==> src/rtl/tcc_pkg.sv <==
package tcc_pkg;
  // Request type remembered from capture to the end of the hold window
  typedef enum logic [1:0] {
    OP_NONE      = 2'd0,
    OP_STORE     = 2'd1,
    OP_STORE_CLR = 2'd2,
    OP_LOAD_MPLR = 2'd3
  } op_kind_e;

  // Number of clears gated by their own timing pulse (accumulator, multiplier)
  localparam int unsigned NUM_GATED = 2;
  localparam int unsigned GATE_ACC  = 0;
  localparam int unsigned GATE_MPLR = 1;
endpackage

==> src/rtl/tcc_flag_pipe.sv <==
module tcc_flag_pipe
  import tcc_pkg::*;
(
  input  logic     clk,
  input  logic     rst,
  input  logic     req,
  input  op_kind_e req_kind,
  input  logic     digit0_odd,
  input  logic     digit0_even,
  output logic     held,
  output op_kind_e held_kind
);
  logic     armed;
  op_kind_e armed_kind;

  // Arming stage: a new request wins over the handoff release
  always_ff @(posedge clk) begin
    if (rst) begin
      armed      <= 1'b0;
      armed_kind <= OP_NONE;
    end else if (req) begin
      armed      <= 1'b1;
      armed_kind <= req_kind;
    end else if (digit0_odd) begin
      armed      <= 1'b0;
      armed_kind <= OP_NONE;
    end
  end

  // Hold stage: the odd strobe copies, the even strobe releases (odd has priority)
  always_ff @(posedge clk) begin
    if (rst) begin
      held      <= 1'b0;
      held_kind <= OP_NONE;
    end else if (digit0_odd) begin
      held      <= armed;
      held_kind <= armed_kind;
    end else if (digit0_even) begin
      held      <= 1'b0;
      held_kind <= OP_NONE;
    end
  end

  p_handoff_r2: assert property (@(posedge clk) disable iff (rst)
    (digit0_odd && armed) |=> held);

  p_arm_drop_r2: assert property (@(posedge clk) disable iff (rst)
    (digit0_odd && !req) |=> !armed);

  p_release_r3: assert property (@(posedge clk) disable iff (rst)
    (digit0_even && !digit0_odd) |=> !held);
endmodule

==> src/rtl/tcc_clear_gates.sv <==
module tcc_clear_gates #(
  parameter int unsigned NG = 2
) (
  input  logic          hold,
  input  logic [NG-1:0] tp,
  output logic [NG-1:0] gated_n,
  output logic          whole_n
);
  // One gate per timed register clear
  for (genvar gi = 0; gi < NG; gi++) begin : g_gate
    assign gated_n[gi] = ~(hold & tp[gi]);
  end

  // Multiplicand clear follows the hold flag for the whole window
  assign whole_n = ~hold;
endmodule

==> src/rtl/tcc_store_end.sv <==
module tcc_store_end
  import tcc_pkg::*;
(
  input  logic     clk,
  input  logic     rst,
  input  logic     req,
  input  op_kind_e req_kind,
  input  logic     digit0_even,
  output logic     pulse
);
  logic pending;
  logic new_store;

  assign new_store = req && (req_kind == OP_STORE);

  always_ff @(posedge clk) begin
    if (rst) begin
      pending <= 1'b0;
      pulse   <= 1'b0;
    end else begin
      pulse   <= digit0_even && pending;
      pending <= new_store || (pending && !digit0_even);
    end
  end

  p_pulse_src_r6: assert property (@(posedge clk) disable iff (rst)
    pulse |-> $past(digit0_even));

  p_pulse_once_r6: assert property (@(posedge clk) disable iff (rst)
    (pulse && !$past(new_store)) |-> !pending);
endmodule

==> src/rtl/tcc_oneshot.sv <==
module tcc_oneshot #(
  parameter int unsigned DELAY = 6
) (
  input  logic clk,
  input  logic rst,
  input  logic trig,
  output logic pulse
);
  localparam int unsigned CW = $clog2(DELAY + 1);
  localparam logic [CW-1:0] LOAD = CW'(DELAY);
  localparam logic [CW-1:0] ONE  = CW'(1);

  logic [CW-1:0] cnt;
  logic          busy;

  assign busy = (cnt != '0);

  always_ff @(posedge clk) begin
    if (rst) begin
      cnt   <= '0;
      pulse <= 1'b0;
    end else begin
      pulse <= (cnt == ONE);
      if (busy)      cnt <= cnt - ONE;
      else if (trig) cnt <= LOAD;
    end
  end

  p_start_r7: assert property (@(posedge clk) disable iff (rst)
    (!busy && trig) |=> (cnt == LOAD));

  p_width_r7: assert property (@(posedge clk) disable iff (rst)
    pulse |=> !pulse);

  p_ignore_r8: assert property (@(posedge clk) disable iff (rst)
    (busy && trig) |=> (cnt == CW'($past(cnt) - ONE)));
endmodule

==> src/rtl/tank_clear_ctrl.sv <==
module tank_clear_ctrl
  import tcc_pkg::*;
#(
  parameter int unsigned DELAY = 6
) (
  input  logic clk,
  input  logic rst,
  input  logic digit0_odd,
  input  logic digit0_even,
  input  logic tp_acc,
  input  logic tp_mplr,
  input  logic op_store,
  input  logic op_store_clr,
  input  logic xfer_done,
  input  logic op_load_mplr,
  output logic acc_clr_n,
  output logic mplr_clr_n,
  output logic mcand_clr_n,
  output logic store_end,
  output logic store_clr_end
);
  logic           req;
  op_kind_e       req_kind;
  logic           hold;
  op_kind_e       hold_kind;
  logic [NUM_GATED-1:0] tp_vec;
  logic [NUM_GATED-1:0] gated_n;
  logic           sc_gate;
  logic           sc_gate_q;
  logic           sc_fall;

  // Request capture: store-and-clear over plain store over load-multiplier
  always_comb begin
    req      = 1'b1;
    req_kind = OP_NONE;
    if (op_store_clr && xfer_done)  req_kind = OP_STORE_CLR;
    else if (op_store && xfer_done) req_kind = OP_STORE;
    else if (op_load_mplr)          req_kind = OP_LOAD_MPLR;
    else                            req      = 1'b0;
  end

  tcc_flag_pipe u_flags (
    .clk         (clk),
    .rst         (rst),
    .req         (req),
    .req_kind    (req_kind),
    .digit0_odd  (digit0_odd),
    .digit0_even (digit0_even),
    .held        (hold),
    .held_kind   (hold_kind)
  );

  always_comb begin
    tp_vec            = '0;
    tp_vec[GATE_ACC]  = tp_acc;
    tp_vec[GATE_MPLR] = tp_mplr;
  end

  tcc_clear_gates #(.NG(NUM_GATED)) u_gates (
    .hold    (hold),
    .tp      (tp_vec),
    .gated_n (gated_n),
    .whole_n (mcand_clr_n)
  );

  assign acc_clr_n  = gated_n[GATE_ACC];
  assign mplr_clr_n = gated_n[GATE_MPLR];

  tcc_store_end u_store_end (
    .clk         (clk),
    .rst         (rst),
    .req         (req),
    .req_kind    (req_kind),
    .digit0_even (digit0_even),
    .pulse       (store_end)
  );

  // Trailing edge of the accumulator-clear gate, store-and-clear windows only
  assign sc_gate = !acc_clr_n && (hold_kind == OP_STORE_CLR);

  always_ff @(posedge clk) begin
    if (rst) sc_gate_q <= 1'b0;
    else     sc_gate_q <= sc_gate;
  end

  assign sc_fall = sc_gate_q && !sc_gate;

  tcc_oneshot #(.DELAY(DELAY)) u_mono (
    .clk   (clk),
    .rst   (rst),
    .trig  (sc_fall),
    .pulse (store_clr_end)
  );

  p_mcand_fall_r4: assert property (@(posedge clk) disable iff (rst)
    $fell(mcand_clr_n) |-> $past(digit0_odd));

  p_acc_in_window_r5: assert property (@(posedge clk) disable iff (rst)
    !acc_clr_n |-> (!mcand_clr_n && tp_acc));

  p_mplr_in_window_r5: assert property (@(posedge clk) disable iff (rst)
    !mplr_clr_n |-> (!mcand_clr_n && tp_mplr));

  p_idle_after_reset_r10: assert property (@(posedge clk)
    rst |=> (mcand_clr_n && acc_clr_n && mplr_clr_n && !store_end && !store_clr_end));
endmodule

==> config.mk <==
export PLATFORM = sky130hd
export DESIGN_NAME = tank_clear_ctrl
export DESIGN_NICKNAME = d
export VERILOG_FILES = /design/src/rtl/tcc_pkg.sv /design/src/rtl/tcc_flag_pipe.sv /design/src/rtl/tcc_clear_gates.sv /design/src/rtl/tcc_store_end.sv /design/src/rtl/tcc_oneshot.sv /design/src/rtl/tank_clear_ctrl.sv
export SDC_FILE = /design/constraint.sdc
export NUM_CORES = 1
export LEC_CHECK = 0
export BUFFER_PORTS_ARGS = -buffer_cell sky130_fd_sc_hd__buf_2
export CORE_UTILIZATION = 29
export DETAILED_ROUTE_END_ITERATION = 16
export GPL_TIMING_DRIVEN = 0
export PLACE_DENSITY = 0.56
export SLEW_MARGIN = 20
export SYNTH_ARGS = -nofsm -noshare
export SYNTH_HDL_FRONTEND = slang
export SYNTH_SLANG_ARGS = --single-unit
==> constraint.sdc <==
create_clock -name clk -period 1.1 [get_ports clk]
set_input_delay 0.11 -clock clk [delete_from_list [all_inputs] [get_ports clk]]
set_output_delay 0.11 -clock clk [all_outputs]
set_load 0.1 [all_outputs]
# After elaboration in Yosys (flattened, before gate mapping)
# Index checks and enable logic that the tools add are counted.
# Widths: inputs -> output; s select.
# totals
inputBits	10
out_inout_bits	5
wordCells	48
regBits	13
# op_classes
muxes	16
n_addsub	1
n_bitwise	5
eq_ne	3
n_reduce_logical	14
# op_table
operator	count
$mux 2	7
$logic_and 1x1->1	7
$mux 1	7
$mux 3	2
$reduce_bool 2->1	3
$eq 3x1->1 const B	1
$not 1->1	3
$reduce_bool 3->1	1
$sub 3x1->3 const B	1
$and 1x1->1	2
$eq 2x1->1 const B	1
$eq 2x2->1 const B	1
$logic_not 1->1	2
$logic_or 1x1->1	1

# Depth between registers and ports, before layout
# Gate-level depths: netlist (run 1).
# depth
word_depth	6
depth_mapped	5
depth_no_buf	5

# Hierarchy
# A second synthesis (run 1) with hierarchy kept.
# unflattened
cells_unflattened	64
area_unflattened_um2	594.3
# by_module_without_submodules
module	seq_area_each_um2	area_per_inst_um2	instances	cells_per_inst
tcc_flag_pipe	120.1	222.7	1	24
tcc_oneshot	80.1	197.7	1	20
tcc_store_end	40.0	82.6	1	7
tank_clear_ctrl	20.0	80.1	1	10
tcc_clear_gates	0.0	11.3	1	3

# Worst setup path after synthesis (run 1)
# OpenSTA, ideal clock, no wires.
# synth_timing
path_type	flip-flop to flip-flop
start	register u_mono.cnt[0]
end	register u_mono.cnt[0]
setup_time_ps	58
slack_ps	-76
path_buffers	0
required_ps	1042
path_stages_with_launch	6
arrival_time_ps	1119
synth_period_minus_slack_ps	1176
cell_sequence	dfxtp_1 -> inv_1 -> ha_1 -> nand2b_1 -> a2111oi_2 -> a21o_1
# synth_via
elab_chain_cells	2
# synth_rtl
element	line_no	rtl
start: declaration	tcc_oneshot.sv:13	logic [CW-1:0] cnt;
start signal: assignment	tcc_oneshot.sv:24	if (busy) cnt <= cnt - ONE;
$sub 3x1->3 or $reduce_bool 3->1 (tied branches)	tcc_oneshot.sv:24, tcc_oneshot.sv:16	
$mux 3 or $reduce_bool 2->1 (tied branches)	--	
# Parallel ways exist; a longest one is shown, timed or not.
# A chain may end at the register's enable or synchronous reset.

# Worst setup path in the final report (run 1)
# layout_timing
start	register u_flags.held_kind[0]
end	register u_mono.cnt[0]
# layout_via
elab_chain_cells	5
# layout_rtl
element	line_no	rtl
start: declaration	tcc_flag_pipe.sv:11	output op_kind_e held_kind
start signal: assignment	tcc_flag_pipe.sv:37	held_kind <= armed_kind;
$eq 2x2->1	tank_clear_ctrl.sv:79	assign sc_gate = !acc_clr_n && (hold_kind == OP_STORE_CLR);
$logic_and 1x1->1	tank_clear_ctrl.sv:79	
$logic_not 1->1	tank_clear_ctrl.sv:86	assign sc_fall = sc_gate_q && !sc_gate;
$logic_and 1x1->1	tank_clear_ctrl.sv:86	
$reduce_bool 2->1 (no source line)	--	
# No other way between the ends.

==> flow_summary.json, run 1 <==
{
  "status": "finished clean",
  "dp_hpwl_um": 754,
  "total_leakage_power_nw": 0.338,
  "drive_gt1_share_pct": 42.7,
  "crit_type": "flip-flop to flip-flop",
  "die_x_um": 46.2,
  "drt_iter0_markers": 4,
  "clock_latency_ps": 270,
  "cts_hold_buf": 0,
  "fp.dieArea_sq_um": 2130,
  "yosysWarnings": 0,
  "path_buf_inv": 0,
  "initial_core_util_pct": 31.7,
  "antenna_cells": 0,
  "finalHoldViolations": 0,
  "clock_tree.root_cell": "clkbuf_4",
  "num-nets-final": 96,
  "viasPerCell": 4.63,
  "slew_viol_final": 0,
  "synth_cell_types": 19,
  "core_area_sq_um": 1780,
  "drc_errors": 0,
  "design_area_sq_um": 815,
  "synth_compound_area_share_pct": 19.5,
  "irDropWorstVdd_uv": 696,
  "endpoint_kind": "flip-flop",
  "arrival_ps": 1290,
  "max_stage_delay_ps": 370,
  "routabilityCongestion": 0.768,
  "hold_slack_ps": 74.3,
  "worstPathCellList": "nand4b_4 > a2111oi_4 > a21o_1",
  "crit_required_ps": 1320,
  "path_clk_slew_ps": 80,
  "yosys.area_share.simple_pct": 23.2,
  "vias": 495,
  "routed_wl_um": 1160,
  "fin_crit_ps": 1080,
  "clock_sinks": 13,
  "drv_cap": 0,
  "dp_cells": 99,
  "chipHeight_um": 46.2,
  "antenna_found_initial": 0,
  "port_buffers": 13,
  "total_power_mw": 1.67,
  "setup_viol": 0,
  "crit_family": "compound AO/OA/AOI/OAI gates",
  "synth_area_sq_um": 566,
  "grt_pass1_wl_um": 1660,
  "grt_max_degree": 11,
  "clockBufferDepth": 2,
  "postSynthAreaPerCell_sq_um": 9.27,
  "drtAntennaViolNets": 0,
  "fin_worst_skew_ps": 4.52,
  "timing.slew.headroom_pct": 66.9,
  "critPathSlowestCell": "a2111oi_4",
  "avgRoutedWirePerCell_um": 10.8,
  "stdcell_count": 107,
  "gr-total-overflow": 0,
  "finalCritPeriodShare_pct": 97.7,
  "cts_made_buffers": 3,
  "powerDensity_nw_per_um2": 2050,
  "grtUsageTotal_pct": 11.2,
  "syn_to_final_growth_pct": 44.0,
  "grt_pass1_vias": 414,
  "detailed_place.area_sq_um": 682,
  "synthXorXnorAreaFrac_pct": 0,
  "synth_top_family_by_area": "simple AND/OR/NAND/NOR gates",
  "worstPathMaxFanout": 5,
  "worstSetupStartpointType": "flip-flop",
  "synth_fa_ha_area_share_pct": 6.64,
  "synth-seq-cells": 13,
  "worstMarginPinSlew_ps": 496,
  "placementRows": 15,
  "synth_nets": 74,
  "synth_cells": 61,
  "io_pins": 15,
  "hp-class": "input port to flip-flop",
  "htreeDepth": 1,
  "synth_mux_area_share_pct": 0,
  "dr.pass1.iters": 4,
  "clock.fmax_ghz": 0.930,
  "yosysSeqAreaShare_pct": 46.0,
  "tritoncts": "yes"
}
-- state kept, by name, summed over array words and instances (netlist names) --
register and count:
sc_gate_q 1, u_flags.armed 1, u_flags.armed_kind 2, u_flags.held 1, u_flags.held_kind 2, u_mono.cnt 3
u_mono.pulse 1, u_store_end.pending 1, u_store_end.pulse 1
-- cell families (layout without fill, tap and decap cells) --
kind of cell,count (synthesis),in the layout
buf+inv,7,28
compound gates,16,16
simple gates,22,22
flops,13,13
fa+ha+maj,3,3
-- metrics by stage --
stage	util [%]	setup WS [ps]	setup TNS [ps]
floorplan	-	-7.50	-15.0
global placement	38.2	-31.0	-31.0
detailed placement	38.2	-52.9	-69.0
CTS	42.6	4.61	0
global route	45.7	-22.2	-23.0
finish	45.7	25.0	0
-- final timing paths --
check | start | endpoint | slack, ps | cells past startpoint
worst min register to register | u_store_end.pending$_SDFF_PP0_ | u_store_end.pulse$_SDFF_PP0_ | 440 | 2
worst max register to register | u_flags.held_kind[0]$_SDFFE_PP0P_ | u_mono.cnt[0]$_SDFFE_PP0P_ | 20 | 3
worst max-delay path | u_flags.held_kind[0]$_SDFFE_PP0P_ | u_mono.cnt[0]$_SDFFE_PP0P_ | 20 | 3
worst min-delay path | op_store_clr | u_flags.armed_kind[0]$_SDFFE_PP0P_ | 70 | 2
-- per-layer routing --
metal	global-route usage, %	wire (um)
met1	13.3	566
met2	18.0	546
met3	1.18	33
met4	8.82	12
met5	0	0
-- cells in the mapped netlist (all sizes together) --
master,instances,area (sq um)
a221oi,2,17.5
clkbuf,2,7.51
a21oi,6,30.0
nor2,6,22.5
a31oi,1,6.26
a211oi,2,15.0
nand2b,3,18.8
ha,3,37.5
nand2,5,18.8
o22ai,1,6.26
a21o,2,15.0
nor2b,2,12.5
o21ai,1,5.00
dfxtp,13,260
inv,5,18.8
a2111oi,1,15.0
nand3,1,5.00
nor3b,4,30.0
nand4b,1,23.8
-- what timing repair did --
item,4_1_cts,5_1_grt
buffers inserted,4,1
cloned,0,0
endpoints found under the setup margin,7,5
pin swaps,2,3
gates resized for setup,10,11
-- cell usage in the layout, fill, tap and decap left out, drive strengths merged --
cell,synthesis,layout
a221oi,2,2
o22ai,1,1
a2111oi,1,1
clkbuf,2,6
nand4b,1,1
dfxtp,13,13
nor2b,2,2
ha,3,3
a21oi,6,6
inv,5,5
nand2,5,5
nand2b,3,3
nor3b,4,4
a21o,2,2
o21ai,1,1
a211oi,2,2
buf,0,17
nand3,1,1
a31oi,1,1
nor2,6,6
-- report_power, final --
part | switching (mW) | internal, mW | leakage (nW)
Clock | 0.153 | 0.140 | 0.0150
Combinational | 0.400 | 0.370 | 0.214
Sequential | 0.0552 | 0.549 | 0.109
-- final cells by class --
type | count | area (sq um)
sequential | 13 | 268
buffer | 2 | 7.51
timing repair buffer | 17 | 119
tap | 25 | 31.3
inverter | 5 | 18.8
clock buffer | 4 | 26.3
fill | 175 | 968
multi-input combinational | 41 | 344
(Power assumes the default switching activity.)
==> inputs of run 2 (changes only) <==
--- a/config.mk
+++ b/config.mk
@@ -5,11 +5,12 @@
 export SDC_FILE = /design/constraint.sdc
 export NUM_CORES = 1
 export LEC_CHECK = 0
-export BUFFER_PORTS_ARGS = -buffer_cell sky130_fd_sc_hd__buf_2
 export CORE_UTILIZATION = 29
+export CTS_CLUSTER_DIAMETER = 200
 export DETAILED_ROUTE_END_ITERATION = 16
+export DONT_BUFFER_PORTS = 1
 export GPL_TIMING_DRIVEN = 0
-export PLACE_DENSITY = 0.56
+export PLACE_DENSITY = 0.49
 export SLEW_MARGIN = 20
 export SYNTH_ARGS = -nofsm -noshare
 export SYNTH_HDL_FRONTEND = slang
==> run 2 against run 1 <==
The run now ends with setup timing left. Via count shrank 9.1%. Final cell count is 8.4% lower. Register-to-register slack barely moved. Critical path depth decreased by 2. Critical path type is now flip-flop to output pin. Largest cell class unchanged. Highest routed layer unchanged.
==> flow_summary.json, run 2 (synthesis gave the netlist of run 1 again) <==
{
  "status": "finished with violations",
  "violations": "setup timing",
  "grt_setup_unrepaired": "true",
  "chipHeight_um": 46.2,
  "clock_tree.root_cell": "clkbuf_4",
  "finalCritPeriodShare_pct": 108,
  "initial_core_util_pct": 31.7,
  "tns_ps": -139,
  "max_stage_delay_ps": 420,
  "drc_errors": 0,
  "core_area_sq_um": 1780,
  "viasPerCell": 4.59,
  "path_clk_slew_ps": 80,
  "routed-wl-met2_um": 532,
  "finalWorstSetupSlack_ps": -90.0,
  "rr_startpoint": "u_mono.cnt[0]$_SDFFE_PP0P_",
  "worstPathCellList": "clkinvlp_4",
  "finalHoldViolations": 0,
  "dr.pass1.iters": 4,
  "crit_family": "buffers and inverters",
  "setup_viol": 2,
  "utilization_pct": 44.3,
  "clockBufferDepth": 2,
  "vias": 450,
  "route.met3.wl_um": 45,
  "fp.dieArea_sq_um": 2130,
  "drt_iter0_markers": 6,
  "clock_sinks": 13,
  "irDropWorstVdd_uv": 1020,
  "port_buffers": 0,
  "drive_gt1_share_pct": 35.6,
  "top_layer_used": "met4",
  "arrival_ps": 1080,
  "crit_path_end": "mcand_clr_n",
  "avgRoutedWirePerCell_um": 11.9,
  "startpoint": "u_flags.held$_SDFFE_PP0P_",
  "dp_hpwl_um": 752,
  "crit_required_ps": 990,
  "routed_wl_um": 1160,
  "grt_pass1_vias": 431,
  "hold_depth": 2,
  "largest_register_ffs": 3,
  "total_leakage_power_nw": 0.297,
  "cp.depth": 1,
  "routabilityCongestion": 0.739,
  "final_common_cell": "dfxtp_1",
  "hp-class": "input port to flip-flop",
  "io_pins": 15,
  "largestRegisters": "u_mono.cnt: 3 flops, u_flags.armed_kind: 2 flops, u_flags.held_kind: 2 flops",
  "clock_latency_ps": 270,
  "critPathSlowestCell": "clkinvlp_4",
  "die_x_um": 46.2,
  "grtUsageTotal_pct": 12.7,
  "grt_pass1_wl_um": 1840,
  "antenna_cells": 0,
  "clock.fmax_ghz": 0.840,
  "grt_max_degree": 11,
  "most-common-layout-cells": "dfxtp_1 (8), nor2_1 (6), a21oi_1 (5)",
  "syn_to_final_growth_pct": 39.6,
  "worstSetupStartpointType": "flip-flop",
  "worstPathMaxFanout": 5,
  "gr-total-overflow": 0,
  "placementRows": 15,
  "powerDensity_nw_per_um2": 2050,
  "fin_crit_ps": 1190,
  "fin_worst_skew_ps": 0.905,
  "num-nets-final": 87,
  "timing.slew.headroom_pct": 66.0,
  "drv_cap": 0,
  "antenna_found_initial": 0,
  "htreeDepth": 1,
  "reg2reg_slack_ps": 20,
  "worstMarginPinSlew_ps": 509,
  "crit_type": "flip-flop to output pin",
  "cts_made_buffers": 3,
  "slew_viol_final": 0,
  "endpoint_kind": "output pin",
  "path_buf_inv": 1,
  "reg2reg_to": "u_mono.cnt[1]$_SDFFE_PP0P_",
  "top_register": "u_mono.cnt",
  "met1Wirelength_um": 564,
  "tritoncts": "yes",
  "drtAntennaViolNets": 0,
  "worst-r2r-cell-count": 5
}
run 2: worst reg2reg max path: cells and delay by family (launching register included):
family | cells | cell delay, ps
DFF | 1 | 330
and+or+nand+nor | 1 | 80
AOI/OAI and AO/OA | 2 | 360
adders and majority gates | 1 | 160
buffers and inverters | 1 | 80
run 2: timing repair:
action,CTS,global route
pin swaps,2,3
setup buffers,4,0
hold buffers,4,0
gates cloned,0,0
setup endpoints to repair,7,5
endpoints found under the hold margin,4,0
resized for setup,13,6
run 2: report_power, final:
group	internal (mW)	switching, mW	leakage [nW]
combinational	0.337	0.322	0.173
sequential	0.551	0.121	0.109
clock	0.140	0.151	0.0150
run 2: final cells by class:
class | count | area (sq um)
sequential | 13 | 269
clock buffer | 4 | 26.3
buffer | 2 | 7.51
tap | 25 | 31.3
inverter | 5 | 22.5
timing repair buffer | 8 | 70.1
multi-input combinational | 41 | 363
fill | 172 | 993
run 2: per-layer routing:
layer,global-route usage [%],vias to the layer above
li1,-,234
met1,15.3,205
met2,19.2,9
met3,3.53,2
met4,8.82,0
met5,0,-
run 2: worst min-delay path by stage:
| stage | start | to | slack (ps) |
|---|---|---|---|
| finish | op_store_clr | u_flags.armed_kind[1]$_SDFFE_PP0P_ | 10 |
| global route | rst | u_mono.cnt[0]$_SDFFE_PP0P_ | 40 |
| CTS | op_store_clr | u_flags.armed_kind[1]$_SDFFE_PP0P_ | 3 |
| detailed placement | rst | u_store_end.pending$_SDFF_PP0_ | 190 |
| global placement | rst | u_store_end.pending$_SDFF_PP0_ | 180 |
| floorplan | rst | u_store_end.pending$_SDFF_PP0_ | 180 |
run 2: through the flow:
| stage | cells | instance area, sq um | power (mW) | hold WS, ps | setup slack (ps) |
|---|---|---|---|---|---|
| after floorplan | 61 | 586 | 1.03 | 182 | -7.50 |
| final | 98 | 790 | 1.62 | 12.1 | -90.0 |
| after global placement | 86 | 617 | 1.08 | 184 | -38.1 |
| after global routing | 98 | 790 | 1.72 | 38.2 | -132 |
| after detailed placement | 86 | 617 | 1.09 | 185 | -75.5 |
| after CTS | 98 | 757 | 1.50 | 3.21 | -102 |
==> inputs of run 3 (changes only) <==
--- a/config.mk
+++ b/config.mk
@@ -5,12 +5,14 @@
 export SDC_FILE = /design/constraint.sdc
 export NUM_CORES = 1
 export LEC_CHECK = 0
-export CORE_UTILIZATION = 29
+export CORE_AREA = 2 2 39 41
+export CTS_BUF_LIST = sky130_fd_sc_hd__clkbuf_4 sky130_fd_sc_hd__clkbuf_8
 export CTS_CLUSTER_DIAMETER = 200
 export DETAILED_ROUTE_END_ITERATION = 16
+export DIE_AREA = 0 0 41 43
 export DONT_BUFFER_PORTS = 1
 export GPL_TIMING_DRIVEN = 0
-export PLACE_DENSITY = 0.49
+export PLACE_DENSITY = 0.64
 export SLEW_MARGIN = 20
 export SYNTH_ARGS = -nofsm -noshare
 export SYNTH_HDL_FRONTEND = slang
==> run 3 against run 2 <==
The run still ends with setup timing left. Fmax fell by 0.31%. Die area decreased by 17%. Register-to-register slack gained 20 ps. Via count is 0.22% higher. Hold slack better by 27 ps. Clock skew grew 4.6 ps. Critical path type unchanged. Largest power group unchanged.
==> flow_summary.json, run 3 (synthesis gave the netlist of run 1 again) <==
{
  "status": "finished with violations",
  "violations": "setup timing",
  "avgRoutedWirePerCell_um": 11.9,
  "most-common-layout-cells": "dfxtp_1 (8), nor2_1 (6), a21oi_1 (6)",
  "design_area_sq_um": 769,
  "cts_made_buffers": 3,
  "fp.dieArea_sq_um": 1760,
  "grt_pass1_wl_um": 1790,
  "detailed_place.area_sq_um": 606,
  "fin_worst_skew_ps": 5.53,
  "finalHoldViolations": 0,
  "total_power_mw": 1.58,
  "fillers": 127,
  "dp_cells": 77,
  "num-nets-final": 88,
  "grt_max_degree": 11,
  "worstSetupStartpointType": "flip-flop",
  "max_stage_delay_ps": 420,
  "dr.pass1.iters": 3,
  "clock.fmax_ghz": 0.838,
  "utilization_pct": 55.6,
  "drc_errors": 0,
  "clock_sinks": 13,
  "largest_register_ffs": 3,
  "grt_pass1_vias": 432,
  "placementRows": 14,
  "chipHeight_um": 43,
  "hp-class": "input port to flip-flop",
  "crit_family": "buffers and inverters",
  "arrival_ps": 1080,
  "grtUsageTotal_pct": 15.1,
  "fin_crit_ps": 1190,
  "io_pins": 15,
  "worstPathCellList": "clkinvlp_4",
  "die_x_um": 41,
  "crit_type": "flip-flop to output pin",
  "htreeDepth": 1,
  "total_leakage_power_nw": 0.324,
  "finalCritPeriodShare_pct": 109,
  "drive_gt1_share_pct": 33.8,
  "drv_cap": 0,
  "clockBufferDepth": 2,
  "largestRegisters": "u_mono.cnt: 3 flops, u_flags.armed_kind: 2 flops, u_flags.held_kind: 2 flops",
  "stdcell_count": 90,
  "dp_hpwl_um": 732,
  "final_common_cell": "dfxtp_1",
  "path_clk_slew_ps": 80,
  "core_area_sq_um": 1380,
  "initial_core_util_pct": 40.9,
  "slew_viol_final": 0,
  "top_register": "u_mono.cnt",
  "gr-total-overflow": 0,
  "drtAntennaViolNets": 0,
  "powerDensity_nw_per_um2": 2050,
  "antenna_found_initial": 0,
  "worstPathMaxFanout": 5,
  "viasPerCell": 5.01,
  "critPathSlowestCell": "clkinvlp_4",
  "port_buffers": 0,
  "worstMarginPinSlew_ps": 509,
  "drt_iter0_markers": 3,
  "tritoncts": "yes",
  "antenna_cells": 0,
  "endpoint_kind": "output pin",
  "clock_tree.root_cell": "clkbuf_4",
  "irDropWorstVdd_uv": 1180,
  "crit_required_ps": 990,
  "post-place-ws_ps": -59.3,
  "syn_to_final_growth_pct": 36.1,
  "routed_wl_um": 1070,
  "path_buf_inv": 1,
  "vias": 451,
  "clock_latency_ps": 270,
  "finalWorstSetupSlack_ps": -93.7,
  "setup_viol": 2,
  "routabilityCongestion": 0.746,
  "grt_setup_unrepaired": "true",
  "timing.slew.headroom_pct": 65.9
}
run 3: layout make-up:
cell class	count	area, sq um	area share, %
timing repair buffer	9	77.6	10.1
tap	16	20.0	2.60
inverter	5	25.0	3.25
clock buffer	4	30.0	3.90
buffer	2	7.51	0.976
multi-input combinational	41	340	44.2
sequential	13	269	35.0
run 3: timing repair:
item,in CTS,in global routing
hold buffers,4,0
endpoints found under the setup margin,8,5
pin swaps,2,5
resized for setup,15,1
buffers inserted,5,0
hold endpoints to repair,4,0
run 3: stage by stage:
step                      setup TNS [ps]  hold slack [ps]
after floorplan                    -15.0              182
after global placement              -105              185
after detailed placement            -148              186
after CTS                           -165             29.1
after global routing                -251             31.3
final                               -145             39.0
run 3: worst paths after layout:
| check | slack [ps] | cells past startpoint | start | to |
|---|---|---|---|---|
| worst max-delay path | -90 | 1 | u_flags.held$_SDFFE_PP0P_ | mcand_clr_n |
| worst min-delay path | 40 | 2 | rst | u_mono.cnt[0]$_SDFFE_PP0P_ |
| worst max register to register | 40 | 5 | u_mono.cnt[0]$_SDFFE_PP0P_ | u_mono.cnt[0]$_SDFFE_PP0P_ |
| worst min register to register | 440 | 2 | u_store_end.pending$_SDFF_PP0_ | u_store_end.pulse$_SDFF_PP0_ |
run 3: report_power, final:
part | internal, mW | switching [mW] | total (mW)
Combinational | 0.317 | 0.281 | 0.598
Clock | 0.165 | 0.146 | 0.311
Sequential | 0.551 | 0.120 | 0.671
run 3: metal layers:
metal,wire (um),track usage [%],vias to the layer above
met3,39,3.66,2
li1,-,-,241
met2,494,20.0,9
met1,522,20.9,199
met4,15,10.0,0
met5,0,0,-
